[config.mk]
export PLATFORM = sky130hd
export DESIGN_NAME = mda_assign_unit
export DESIGN_NICKNAME = d
export VERILOG_FILES = /design/src/rtl/mda_pkg.sv /design/src/rtl/mda_desc_bank.sv /design/src/rtl/mda_match.sv /design/src/rtl/mda_prio_pick.sv /design/src/rtl/mda_assign_unit.sv
export SDC_FILE = /design/constraint.sdc
export NUM_CORES = 1
export LEC_CHECK = 0
export ABC_AREA = 1
export CAP_MARGIN = 15
export CORE_MARGIN = 2
export CORE_UTILIZATION = 30
export DETAILED_ROUTE_END_ITERATION = 7
export SETUP_SLACK_MARGIN = 0.02
export SKIP_CTS_REPAIR_TIMING = 1
export SKIP_LAST_GASP = 1
export SYNTH_ARGS = -nofsm -noshare
export SYNTH_HDL_FRONTEND = slang
export SYNTH_SLANG_ARGS = --single-unit
[constraint.sdc]
create_clock -name clk -period 2.7 [get_ports clk]
set_input_delay 0.675 -clock clk [delete_from_list [all_inputs] [get_ports clk]]
set_output_delay 0.675 -clock clk [all_outputs]
set_load 0.005 [all_outputs]
[src/rtl/mda_pkg.sv]
package mda_pkg;

    typedef enum logic [1:0] {
        MODE_PASS = 2'b00,
        MODE_RSVD = 2'b01,
        MODE_LOW  = 2'b10,
        MODE_HIGH = 2'b11
    } attr_mode_e;

    // Resolve one attribute bit from a 2-bit mode field and the incoming value.
    function automatic logic apply_mode(input attr_mode_e mode, input logic in_bit);
        logic res;
        unique case (mode)
            MODE_LOW:  res = 1'b0;
            MODE_HIGH: res = 1'b1;
            default:   res = in_bit;
        endcase
        return res;
    endfunction

endpackage

[src/rtl/mda_desc_bank.sv]
module mda_desc_bank #(
    parameter  int NUM_DESC = 8,
    parameter  int ID_W     = 8,
    parameter  int DID_W    = 4,
    localparam int IDX_W    = (NUM_DESC > 1) ? $clog2(NUM_DESC) : 1
) (
    input  logic                            clk,
    input  logic                            rst_n,
    input  logic                            wr_en,
    input  logic [IDX_W-1:0]                wr_idx,
    input  logic                            wr_valid,
    input  logic [ID_W-1:0]                 wr_match,
    input  logic [ID_W-1:0]                 wr_mask,
    input  logic [DID_W-1:0]                wr_did,
    input  logic [1:0]                      wr_priv,
    input  logic [1:0]                      wr_sec,
    input  logic                            wr_lock,
    output logic [NUM_DESC-1:0]             valid_vec,
    output logic [NUM_DESC-1:0]             lock_vec,
    output logic [NUM_DESC-1:0][ID_W-1:0]   match_arr,
    output logic [NUM_DESC-1:0][ID_W-1:0]   mask_arr,
    output logic [NUM_DESC-1:0][DID_W-1:0]  did_arr,
    output logic [NUM_DESC-1:0][1:0]        priv_arr,
    output logic [NUM_DESC-1:0][1:0]        sec_arr
);

    for (genvar i = 0; i < NUM_DESC; i++) begin : g_entry
        logic             ent_valid;
        logic             ent_lock;
        logic [ID_W-1:0]  ent_match;
        logic [ID_W-1:0]  ent_mask;
        logic [DID_W-1:0] ent_did;
        logic [1:0]       ent_priv;
        logic [1:0]       ent_sec;
        logic             ent_sel;

        // A locked entry ignores the write strobe entirely.
        assign ent_sel = wr_en && (wr_idx == IDX_W'(i)) && !ent_lock;

        always_ff @(posedge clk or negedge rst_n) begin
            if (!rst_n) begin
                ent_valid <= 1'b0;
                ent_lock  <= 1'b0;
                ent_match <= '0;
                ent_mask  <= '0;
                ent_did   <= '0;
                ent_priv  <= 2'b00;
                ent_sec   <= 2'b00;
            end else if (ent_sel) begin
                ent_valid <= wr_valid;
                ent_lock  <= wr_lock;
                ent_match <= wr_match;
                ent_mask  <= wr_mask;
                ent_did   <= wr_did;
                ent_priv  <= wr_priv;
                ent_sec   <= wr_sec;
            end
        end

        assign valid_vec[i] = ent_valid;
        assign lock_vec[i]  = ent_lock;
        assign match_arr[i] = ent_match;
        assign mask_arr[i]  = ent_mask;
        assign did_arr[i]   = ent_did;
        assign priv_arr[i]  = ent_priv;
        assign sec_arr[i]   = ent_sec;
    end

endmodule

[src/rtl/mda_match.sv]
module mda_match #(
    parameter int NUM_DESC = 8,
    parameter int ID_W     = 8
) (
    input  logic [ID_W-1:0]               id_in,
    input  logic [NUM_DESC-1:0]           valid_vec,
    input  logic [NUM_DESC-1:0][ID_W-1:0] match_arr,
    input  logic [NUM_DESC-1:0][ID_W-1:0] mask_arr,
    output logic [NUM_DESC-1:0]           hit_vec
);

    for (genvar i = 0; i < NUM_DESC; i++) begin : g_cmp
        logic [ID_W-1:0] diff;

        // Differing bits count only where the mask does not mark don't-care.
        assign diff       = (id_in ^ match_arr[i]) & ~mask_arr[i];
        assign hit_vec[i] = valid_vec[i] && (diff == '0);
    end

endmodule

[src/rtl/mda_prio_pick.sv]
module mda_prio_pick #(
    parameter  int NUM_DESC = 8,
    localparam int IDX_W    = (NUM_DESC > 1) ? $clog2(NUM_DESC) : 1
) (
    input  logic [NUM_DESC-1:0] hit_vec,
    output logic                any_hit,
    output logic [IDX_W-1:0]    win_idx
);

    // Scan from the top down so the lowest set index is the last assignment.
    always_comb begin
        any_hit = 1'b0;
        win_idx = '0;
        for (int i = NUM_DESC - 1; i >= 0; i--) begin
            if (hit_vec[i]) begin
                any_hit = 1'b1;
                win_idx = IDX_W'(i);
            end
        end
    end

endmodule

[src/rtl/mda_assign_unit.sv]
module mda_assign_unit
    import mda_pkg::*;
#(
    parameter  int NUM_DESC = 8,
    parameter  int ID_W     = 8,
    parameter  int DID_W    = 4,
    localparam int IDX_W    = (NUM_DESC > 1) ? $clog2(NUM_DESC) : 1
) (
    input  logic             clk,
    input  logic             rst_n,
    input  logic             cfg_we,
    input  logic [IDX_W-1:0] cfg_idx,
    input  logic             cfg_valid,
    input  logic [ID_W-1:0]  cfg_match,
    input  logic [ID_W-1:0]  cfg_mask,
    input  logic [DID_W-1:0] cfg_did,
    input  logic [1:0]       cfg_priv_mode,
    input  logic [1:0]       cfg_sec_mode,
    input  logic             cfg_lock,
    input  logic             req_valid,
    input  logic [ID_W-1:0]  req_id,
    input  logic             req_priv,
    input  logic             req_sec,
    output logic             out_valid,
    output logic [DID_W-1:0] out_did,
    output logic             out_priv,
    output logic             out_sec,
    output logic             out_hit
);

    logic [NUM_DESC-1:0]            valid_vec;
    logic [NUM_DESC-1:0]            lock_vec;
    logic [NUM_DESC-1:0][ID_W-1:0]  match_arr;
    logic [NUM_DESC-1:0][ID_W-1:0]  mask_arr;
    logic [NUM_DESC-1:0][DID_W-1:0] did_arr;
    logic [NUM_DESC-1:0][1:0]       priv_arr;
    logic [NUM_DESC-1:0][1:0]       sec_arr;
    logic [NUM_DESC-1:0]            hit_vec;
    logic                           any_hit;
    logic [IDX_W-1:0]               win_idx;

    logic [DID_W-1:0]               nxt_did;
    logic                           nxt_priv;
    logic                           nxt_sec;

    mda_desc_bank #(
        .NUM_DESC (NUM_DESC),
        .ID_W     (ID_W),
        .DID_W    (DID_W)
    ) u_bank (
        .clk       (clk),
        .rst_n     (rst_n),
        .wr_en     (cfg_we),
        .wr_idx    (cfg_idx),
        .wr_valid  (cfg_valid),
        .wr_match  (cfg_match),
        .wr_mask   (cfg_mask),
        .wr_did    (cfg_did),
        .wr_priv   (cfg_priv_mode),
        .wr_sec    (cfg_sec_mode),
        .wr_lock   (cfg_lock),
        .valid_vec (valid_vec),
        .lock_vec  (lock_vec),
        .match_arr (match_arr),
        .mask_arr  (mask_arr),
        .did_arr   (did_arr),
        .priv_arr  (priv_arr),
        .sec_arr   (sec_arr)
    );

    mda_match #(
        .NUM_DESC (NUM_DESC),
        .ID_W     (ID_W)
    ) u_match (
        .id_in     (req_id),
        .valid_vec (valid_vec),
        .match_arr (match_arr),
        .mask_arr  (mask_arr),
        .hit_vec   (hit_vec)
    );

    mda_prio_pick #(
        .NUM_DESC (NUM_DESC)
    ) u_pick (
        .hit_vec (hit_vec),
        .any_hit (any_hit),
        .win_idx (win_idx)
    );

    always_comb begin
        if (any_hit) begin
            nxt_did  = did_arr[win_idx];
            nxt_priv = apply_mode(attr_mode_e'(priv_arr[win_idx]), req_priv);
            nxt_sec  = apply_mode(attr_mode_e'(sec_arr[win_idx]), req_sec);
        end else begin
            nxt_did  = '0;
            nxt_priv = req_priv;
            nxt_sec  = req_sec;
        end
    end

    always_ff @(posedge clk or negedge rst_n) begin
        if (!rst_n) begin
            out_valid <= 1'b0;
            out_hit   <= 1'b0;
            out_did   <= '0;
            out_priv  <= 1'b0;
            out_sec   <= 1'b0;
        end else begin
            out_valid <= req_valid;
            if (req_valid) begin
                out_hit  <= any_hit;
                out_did  <= nxt_did;
                out_priv <= nxt_priv;
                out_sec  <= nxt_sec;
            end
        end
    end

endmodule

==> metrics.cfg <==
[run_status]
status = completed

[grt]
antenna_found_initial = 2
grt_pass1_wl_um = 40700
grt_max_degree = 67
gr-total-overflow = 0
grt_pass1_vias = 7605
grt_usage_pct = 15.0

[clock_network]
clock_latency_ns = 0.51
cts_root_buf = clkbuf_16
numCtsBuffers = 23
clk_path_buf_depth = 3
htree_levels = 1
path_clk_slew_ns = 0.06
cts_tree = yes
cts.sinks = 216

[synth]
yosysUniqueCellTypes = 35
syn_area_per_cell_um2 = 8.59
syn_nets = 1181
seq_area_frac_synth_pct = 55.3
synth-seq-cells = 216
synthAdderAreaFrac_pct = 0
synth-edff-count = 0
syn_inst = 1138
synth_compound_area_share_pct = 16.2
yosys.area_share.simple_pct = 19.5
synthFlopType = dfrtp_1
synth_top_family_by_area = simple AND/OR/NAND/NOR gates
synthXorXnorAreaFrac_pct = 1.61
synthArstFlopShare_pct = 100
muxShareOfSynthArea_pct = 0
netlist_area_mm2 = 0.00978
yosys_warnings = 0

[power]
p_leak_nw = 5.61
powerDensity_mw_per_mm2 = 631
power.share.sequential_pct = 45.1
swShare_pct = 23.1
vdd_drop_max_mv = 0.412
pwr-share-comb_pct = 7.5
p_int_w = 0.00586
switchingPower_w = 0.00176
power.total_w = 0.00761
clkPwrFrac_pct = 47.5

[floorplan]
die_w_um = 185
io-pin-count = 51
die-area_mm2 = 0.0341
placementRows = 66
coreArea_mm2 = 0.0323
fp.dieH_um = 185
initial_core_util_pct = 30.3

[detailed_routing]
drc_errors = 0
num_vias = 7731
drt-pass1-iter-count = 5
routedWlPerCell_um = 14.9
via_per_inst = 4.62
routed_wl_um = 24900
drt-initial-drc-count = 559
ant_nets = 0

[timing]
max_freq_ghz = 0.410
slew_headroom_pct = 57.5
skew_ns = 0.0104
drv_slew = 0
rsz0062_at_grt = false
fin_crit_sh_pct = 90.3
tightest_slew_ns = 0.638
finalHoldViolations = 0
period_needed_ns = 2.44
setup_viol = 0

[flow_run]
maxCapViolCount = 0

[layout]
utilization_pct = 37.3
ff_latch_area_mm2 = 0.00541
multiInputGateArea_mm2 = 0.00373
fillers = 3279
nNetsFinal = 1256
layout-drive-gt1-share_pct = 12.0
layout_commonest_cell = nand2_1
final_cell_area_mm2 = 0.0121
syn_to_final_growth_pct = 23.3
final_cell_mix = nand2_1 (317), o21ai_0 (222), dfrtp_1 (216)

[worst_setup_path]
cp-start-kind = input pin
endpoint_kind = flip-flop
cp_max_fo = 8
cp.required_ns = 3.15
worstSetupPathType = input pin to flip-flop
arrival_ns = 2.88

[place]
io_buffers = 50
place_area_mm2 = 0.0110
gp_congestion = 0.787
dpl.hpwl_um = 16100

[min_path]
holdCritPathClass = input pin to asynchronous set/reset pin

==> per-layer routing <==
layer / routed length (um) / up-vias / part of all wire (%) / GRT usage [%]
met1: 12000 / 3724 / 48 / 21.2
met2: 11500 / 146 / 46 / 24.6
met3: 1070 / 25 / 4.3 / 1.86
met5: 12 / - / 0.048 / 0
met4: 314 / 2 / 1.3 / 3.39
li1: - / 3834 / - / -
==> power groups by stage <==
stage	clock network (W)	registers, W	logic [W]
2_1_floorplan	0	0.00347	0.000295
3_3_place_gp	0	0.00348	0.000551
3_5_place_dp	0	0.00349	0.000557
4_1_cts	0.00367	0.00343	0.000562
5_1_grt	0.00382	0.00344	0.000653
6_report	0.00361	0.00343	0.000569
==> area by class of cell <==
class                   count  share of cell area (%)
flip-flops and latches    216                    44.8
multi-input cells         766                    31.0
repair buffers            107                    9.26
clock buffers              25                    4.92
well taps                 442                    4.59
inverters                  99                    3.15
clock inverters            16                    2.27
diodes                      1                  0.0208
==> path summary, 6_finish.rpt <==
path,start,end,slack (ns),cells after the start
worst max-delay path,req_id[7],out_did[2],0.26,14
worst min-delay path,rst_n,u_bank.g_entry[5].ent_did[1],0.09,1
worst max register to register,u_bank.g_entry[6].ent_match[5],out_did[3],0.31,19
worst min register to register,u_bank.g_entry[6].ent_lock,u_bank.g_entry[6].ent_lock,0.46,2
max in group asynchronous,rst_n,u_bank.g_entry[6].ent_match[1],1.93,2
min in group clk,u_bank.g_entry[6].ent_lock,u_bank.g_entry[6].ent_lock,0.46,2
==> worst max-delay path, stage by stage <==
cell and delay, ns:
dlymetal6s2s_1 0.22, buf_12 0.16, a21oi_1 0.06, o21ai_1 0.09, o21ai_1 0.13, nor2_1 0.17
nand4_1 0.16, buf_4 0.18, nand2_1 0.07, nor2_2 0.06, buf_4 0.12, a21oi_1 0.52
nand3_1 0.16, nand2_1 0.09
==> synthesized netlist by cell type, types with 2 or more instances <==
cell type / n / area (um2)
nand2_1: 320 / 1200
o21ai_0: 227 / 1140
dfrtp_1: 216 / 5410
inv_1: 97 / 364
nor2_1: 56 / 210
nand3_1: 53 / 265
clkbuf_1: 40 / 150
a21oi_1: 19 / 95.1
o21ai_1: 18 / 90.1
xnor2_1: 18 / 158
o211ai_1: 10 / 75.1
o211ai_2: 8 / 100
buf_6: 6 / 67.6
nand4_1: 6 / 37.5
a21oi_2: 5 / 43.8
buf_4: 4 / 30.0
nand2_4: 4 / 45.0
nand3b_1: 4 / 30.0
clkbuf_8: 3 / 41.3
nand2_2: 3 / 18.8
a211oi_2: 2 / 25.0
buf_8: 2 / 30.0
nand3_2: 2 / 20.0
nand4_2: 2 / 25.0
o21bai_1: 2 / 15.0
or2_2: 2 / 12.5
==> kinds of logic after synthesis <==
logic type | count (synthesis)
AND/OR/NAND/NOR | 456
AO/OA/AOI/OAI | 292
flip-flops | 216
buffers and inverters | 156
XOR/XNOR | 18
==> state kept, by name, summed over array words and instances, names as in the netlist <==
name / count
out_sec: 1
out_priv: 1
u_bank.g_entry.ent_priv: 16
u_bank.g_entry.ent_sec: 16
out_hit: 1
u_bank.g_entry.ent_valid: 8
out_did: 4
u_bank.g_entry.ent_mask: 64
u_bank.g_entry.ent_did: 32
u_bank.g_entry.ent_match: 64
u_bank.g_entry.ent_lock: 8
out_valid: 1
==> metrics by stage <==
step	setup slack, ns	hold slack, ns	std cells	TNS (ns)
floorplan	0.340	0.379	1138	0
global placement	-0.609	0.442	1620	-3.93
detailed placement	-0.669	0.453	1620	-4.25
CTS	-0.151	0.105	1661	-0.673
global route	0.0677	0.112	1671	0
finish	0.262	0.0926	1672	0
Power figures use the tool's default switching activity.
